## src/rtl/lwq_pkg.sv

```systemverilog
package lwq_pkg;
  typedef enum logic [1:0] {
    ST_IDLE  = 2'd0,
    ST_ARMED = 2'd1,
    ST_START = 2'd2,
    ST_DONE  = 2'd3
  } lwq_state_e;
endpackage

```

## src/rtl/lwq_sampler.sv

```systemverilog
module lwq_sampler #(
  parameter int N_LINES = 4
) (
  input  logic               clk,
  input  logic               rst,
  input  logic               clr,
  input  logic [N_LINES-1:0] pin_lvl,
  input  logic [N_LINES-1:0] elig,
  output logic [N_LINES-1:0] low_now,
  output logic [N_LINES-1:0] hit
);
  logic [N_LINES-1:0] smp_q;

  for (genvar g = 0; g < N_LINES; g++) begin : g_line
    assign low_now[g] = elig[g] & ~pin_lvl[g];

    always_ff @(posedge clk) begin
      if (rst || clr) smp_q[g] <= 1'b0;
      else            smp_q[g] <= low_now[g];
    end

    assign hit[g] = smp_q[g] & low_now[g];

    // a hit needs the line to have been low and qualifying on the previous edge
    a_r3_two_samples: assert property (@(posedge clk) disable iff (rst)
      hit[g] |-> $past(elig[g] & ~pin_lvl[g]));
  end
endmodule

```

## src/rtl/lwq_delay.sv

```systemverilog
module lwq_delay #(
  parameter int D0 = 0,
  parameter int D1 = 4,
  parameter int D2 = 64,
  parameter int D3 = 1024,
  parameter int CW = 11
) (
  input  logic       clk,
  input  logic       rst,
  input  logic       load,
  input  logic [1:0] sel,
  input  logic       run,
  output logic       expire
);
  logic [CW-1:0] cnt_q;
  logic [CW-1:0] load_val;

  always_comb begin
    unique case (sel)
      2'd0:    load_val = CW'(D0);
      2'd1:    load_val = CW'(D1);
      2'd2:    load_val = CW'(D2);
      default: load_val = CW'(D3);
    endcase
  end

  always_ff @(posedge clk) begin
    if (rst)                     cnt_q <= '0;
    else if (load)               cnt_q <= load_val;
    else if (run && cnt_q != '0) cnt_q <= cnt_q - 1'b1;
  end

  assign expire = run && (cnt_q == '0);

  // the count never wraps while running
  a_r5_no_wrap: assert property (@(posedge clk) disable iff (rst)
    (run && !load && $past(run) && cnt_q != '0) |=> (cnt_q < $past(cnt_q)));
endmodule

```

## src/rtl/lwq_top.sv

```systemverilog
module lwq_top #(
  parameter int N_LINES = 4,
  parameter int D0 = 0,
  parameter int D1 = 4,
  parameter int D2 = 64,
  parameter int D3 = 1024
) (
  input  logic               clk,
  input  logic               rst,
  input  logic [N_LINES-1:0] pin_lvl_i,
  input  logic [N_LINES-1:0] line_en_i,
  input  logic [N_LINES-1:0] line_lvl_i,
  input  logic               sleep_i,
  input  logic [1:0]         sut_sel_i,
  output logic               wake_o,
  output logic               irq_o,
  output logic [N_LINES-1:0] irq_src_o
);
  import lwq_pkg::*;

  localparam int CW = $clog2(D3 + 1);

  lwq_state_e         state_q;
  logic [N_LINES-1:0] elig, low_now, hit;
  logic               samp_clr, load, run, expire;
  logic               wake_q, irq_q;
  logic [N_LINES-1:0] src_q;

  assign elig     = line_en_i & line_lvl_i;
  assign samp_clr = (state_q != ST_ARMED) || !sleep_i;
  assign load     = (state_q == ST_ARMED) && sleep_i && (|hit);
  assign run      = (state_q == ST_START);

  lwq_sampler #(.N_LINES(N_LINES)) u_samp (
    .clk(clk), .rst(rst), .clr(samp_clr), .pin_lvl(pin_lvl_i),
    .elig(elig), .low_now(low_now), .hit(hit)
  );

  lwq_delay #(.D0(D0), .D1(D1), .D2(D2), .D3(D3), .CW(CW)) u_dly (
    .clk(clk), .rst(rst), .load(load), .sel(sut_sel_i),
    .run(run), .expire(expire)
  );

  always_ff @(posedge clk) begin
    if (rst) begin
      state_q <= ST_IDLE;
      wake_q  <= 1'b0;
      irq_q   <= 1'b0;
      src_q   <= '0;
    end else begin
      wake_q <= 1'b0;
      irq_q  <= 1'b0;
      src_q  <= '0;
      unique case (state_q)
        ST_IDLE:  if (sleep_i) state_q <= ST_ARMED;
        ST_ARMED: begin
          if (!sleep_i) state_q <= ST_IDLE;
          else if (load) begin
            wake_q  <= 1'b1;
            state_q <= ST_START;
          end
        end
        ST_START: begin
          if (expire) begin
            if (|low_now) begin
              irq_q <= 1'b1;
              src_q <= low_now;
            end
            state_q <= ST_DONE;
          end
        end
        default:  if (!sleep_i) state_q <= ST_IDLE;
      endcase
    end
  end

  assign wake_o    = wake_q;
  assign irq_o     = irq_q;
  assign irq_src_o = src_q;

  // wake is a single-cycle pulse
  a_r4_wake_pulse: assert property (@(posedge clk) disable iff (rst)
    wake_o |=> !wake_o);
  // interrupt is a single-cycle pulse
  a_r5_irq_pulse: assert property (@(posedge clk) disable iff (rst)
    irq_o |=> !irq_o);
  // an interrupt always names at least one line
  a_r6_irq_has_src: assert property (@(posedge clk) disable iff (rst)
    irq_o |-> (|irq_src_o));
  // source vector is zero outside the interrupt pulse
  a_r7_src_quiet: assert property (@(posedge clk) disable iff (rst)
    !irq_o |-> (irq_src_o == '0));
  // no second wake while the episode has finished and sleep holds
  a_r8_no_rearm: assert property (@(posedge clk) disable iff (rst)
    (state_q == ST_DONE) |-> !wake_o);
  // a wake needs sleep at the deciding edge
  a_r9_sleep_needed: assert property (@(posedge clk) disable iff (rst)
    $rose(wake_o) |-> $past(sleep_i));
endmodule

```

## config.mk

```make
export PLATFORM = sky130hd
export DESIGN_NAME = lwq_top
export DESIGN_NICKNAME = d
export VERILOG_FILES = /design/src/rtl/lwq_pkg.sv /design/src/rtl/lwq_sampler.sv /design/src/rtl/lwq_delay.sv /design/src/rtl/lwq_top.sv
export SDC_FILE = /design/constraint.sdc
export NUM_CORES = 1
export LEC_CHECK = 0
export ABC_AREA = 0
export BUFFER_PORTS_ARGS = -buffer_cell sky130_fd_sc_hd__clkbuf_2
export CAP_MARGIN = 20
export CORE_ASPECT_RATIO = 0.7
export CORE_MARGIN = 1
export CORE_UTILIZATION = 49
export DETAILED_ROUTE_END_ITERATION = 12
export MAX_ROUTING_LAYER = met4
export PLACE_DENSITY = 0.83
export SETUP_SLACK_MARGIN = 0.05
export SYNTH_ARGS = -nofsm -noshare
export SYNTH_HDL_FRONTEND = slang
export SYNTH_SLANG_ARGS = --single-unit
```

## constraint.sdc

```tcl
create_clock -name clk -period 5 [get_ports clk]
set_input_delay 0.75 -clock clk [delete_from_list [all_inputs] [get_ports clk]]
set_output_delay 0.75 -clock clk [all_outputs]
set_load 0.05 [all_outputs]
```

==> results.cfg <==
[finish]
synthToLayoutAreaGrowth_pct = 13.76
drive_gt1_frac = 0.2270
nets = 161
layout_commonest_cell = dfxtp_1
final_cell_mix = dfxtp_1 (23), clkbuf_2 (22), nor2_1 (12), a21oi_1 (12), nand3_1 (6)
n_antenna_cell = 0

[clocking]
cts_buffer_depth = 2
clkTransAtPathRegs_ns = 0.12
cts.repair.resized = 0
clk_latency_ns = 0.31
cts_tree = built
cts.sinks = 23
htree_levels = 1
cts-root-buf = clkbuf_4
cts.hold.buffers_added = 0
postCtsSetupRepairBufs = 0
cts_made_buffers = 3

[synthesis]
syn_area_um2 = 1091
ys_ff_latch = 23
synth_flop_cell = dfxtp_1
synth_edf_count = 0
syn_area_per_cell_um2 = 9.168
ys_warn_count = 0
syn_nets = 138
netlist_instances = 119
synth.distinct_cells = 37
yosysSeqAreaShare = 0.4220
synthArstFlopShare = 0

[sta]
hold_viol = 0
fmax_ghz = 0.4942
worstMarginPinSlew_ns = 0.7465
holdWs_ns = 0.4919
min_period_over_period = 0.4047
fin_worst_skew_ns = 0.004712
setup_ws_ns = 2.976
slew_violations = 0
slew_headroom = 0.5013
period_minus_slack_ns = 2.024
finalSetupViolCount = 0
tns_ns = 0
rsz0062_at_grt = false

[placement]
dp_slack_ns = 2.839
hpwl_um = 1782
place.gp.congestion = 0.8565
portBuffers = 22

[setup_path]
worstReg2RegEnd = u_dly.cnt_q[9]
ff2ff_path_depth = 4
critPathCaptureType = flop
rrSetupSlack_ns = 2.98
path_class = reg -> reg
path_max_fanout = 12
worst_ep_required_time_ns = 5.24
startpoint_type = flop
crit_end = u_dly.cnt_q[9]
crit_start = state_q[1]
cp.arrival_ns = 2.27
timing.rr.start = state_q[1]

[die]
die-area_um2 = 2422
ios = 23
start_util = 0.5544
fp.dieW_um = 58.40
fp.dieH_um = 41.48
core_area_um2 = 1968
rows = 13

[power]
p_comb_frac = 0.055
p_switching_w = 0.00006249
power.total_w = 0.0002842
share_seq_of_total_power = 0.649
p_per_area_nw_per_um2 = 228.9
p_clk_frac = 0.295
internal-power_w = 0.0002217
switching_share = 0.2199
irDropWorstVdd_uv = 216.3
leakagePower_nw = 0.4981

[routing]
via_count = 973
firstDrtPassIters = 4
drtAntennaViolNets = 0
viasPerCell = 5.690
drt_iter0_markers = 32
post_drt_wl_per_cell_um = 13.32
routed_wl_um = 2277
route.detailed.drc = 0

[global_route]
antenna_found_initial = 0
grt-ovfl-total = 0
grt_pass1_vias = 903
grt_use_total = 0.2145
grt_start_max_net_pins = 14
grt_pass1_wl_um = 3829

[hold_path]
hp-class = reg -> reg
holdPathStages = 2

[job]
cap_violations = 0

[outcome]
outcome = completed
## power groups by stage
stage | clock network [W] | logic (W) | registers (W)
2_1_floorplan | 0 | 0.00000730 | 0.000188
3_3_place_gp | 0 | 0.0000149 | 0.000189
3_5_place_dp | 0 | 0.0000156 | 0.000189
4_1_cts | 0.0000879 | 0.0000156 | 0.000185
5_1_grt | 0.0000961 | 0.0000171 | 0.000185
6_report | 0.0000839 | 0.0000158 | 0.000185
## how the worst min path moves through the flow
stage	start	endpoint	slack [ns]
floorplan	u_dly.cnt_q[8]	u_dly.cnt_q[8]	0.45
global placement	u_dly.cnt_q[9]	u_dly.cnt_q[9]	0.46
detailed placement	u_dly.cnt_q[9]	u_dly.cnt_q[9]	0.48
CTS	u_dly.cnt_q[9]	u_dly.cnt_q[9]	0.49
global route	u_dly.cnt_q[8]	u_dly.cnt_q[8]	0.55
finish	u_dly.cnt_q[9]	u_dly.cnt_q[9]	0.49
## layer usage
metal | vias up | share of wire | GRT usage
met5 | - | 0 | -
li1 | 499 | - | -
met1 | 441 | 0.50 | 0.2832
met4 | 0 | 0.0057 | 0.07143
met3 | 2 | 0.069 | 0.07477
met2 | 31 | 0.42 | 0.3057
## cells by family (layout without fill, tap and decap cells)
kind of cell | count (synthesis) | after routing | share of synthesized area
adder cells (fa/ha/maj) | 2 | 2 | 0.02293
flip-flops | 23 | 23 | 0.4220
AO/OA/AOI/OAI | 25 | 25 | 0.1652
AND/OR/NAND/NOR | 61 | 61 | 0.3532
buffers and inverters | 8 | 30 | 0.03669
## worst max-delay path, stage by stage, from the launching register on
cell and delay, ns:
dfxtp_1 0.40, nor2b_1 0.63, nand3_1 0.26, or4_1 0.52, a21oi_1 0.15
## registers in the layout, summed over array words and instances (netlist names)
name / flops
wake_o: 1
state_q: 2
u_dly.cnt_q: 11
irq_o: 1
irq_src_o: 4
u_samp.smp_q: 4
## cell usage after synthesis, drive strengths merged (2+ instances only)
library cell	n	share of area
buf	3	0.019
or4	5	0.034
nand3	6	0.028
nand4	3	0.017
ha	2	0.023
nand4b	2	0.016
nand3b	4	0.028
nand2	5	0.017
and4b	4	0.037
nor2b	4	0.023
o31ai	4	0.028
nand2b	3	0.017
nor2	12	0.041
inv	4	0.014
or3	4	0.023
dfxtp	23	0.42
a21oi	12	0.055
## layout make-up
type                    instances  area, um2
inverters                       4      15.01
clock inverters                 1      5.005
flip-flops and latches         23      460.4
clock buffers                   3      22.52
repair buffers                 22      110.1
well taps                      30      37.54
multi-input cells              88      590.6
fillers                       163      726.9
## per-stage QoR
stage / cell area (um2) / util / std cells
after floorplan: 1091 / - / 119
after global placement: 1214 / 0.6167 / 167
after detailed placement: 1214 / 0.6167 / 167
after CTS: 1241 / 0.6306 / 171
after global routing: 1241 / 0.6306 / 171
final: 1241 / 0.6306 / 171
(Power assumes the default switching activity.)
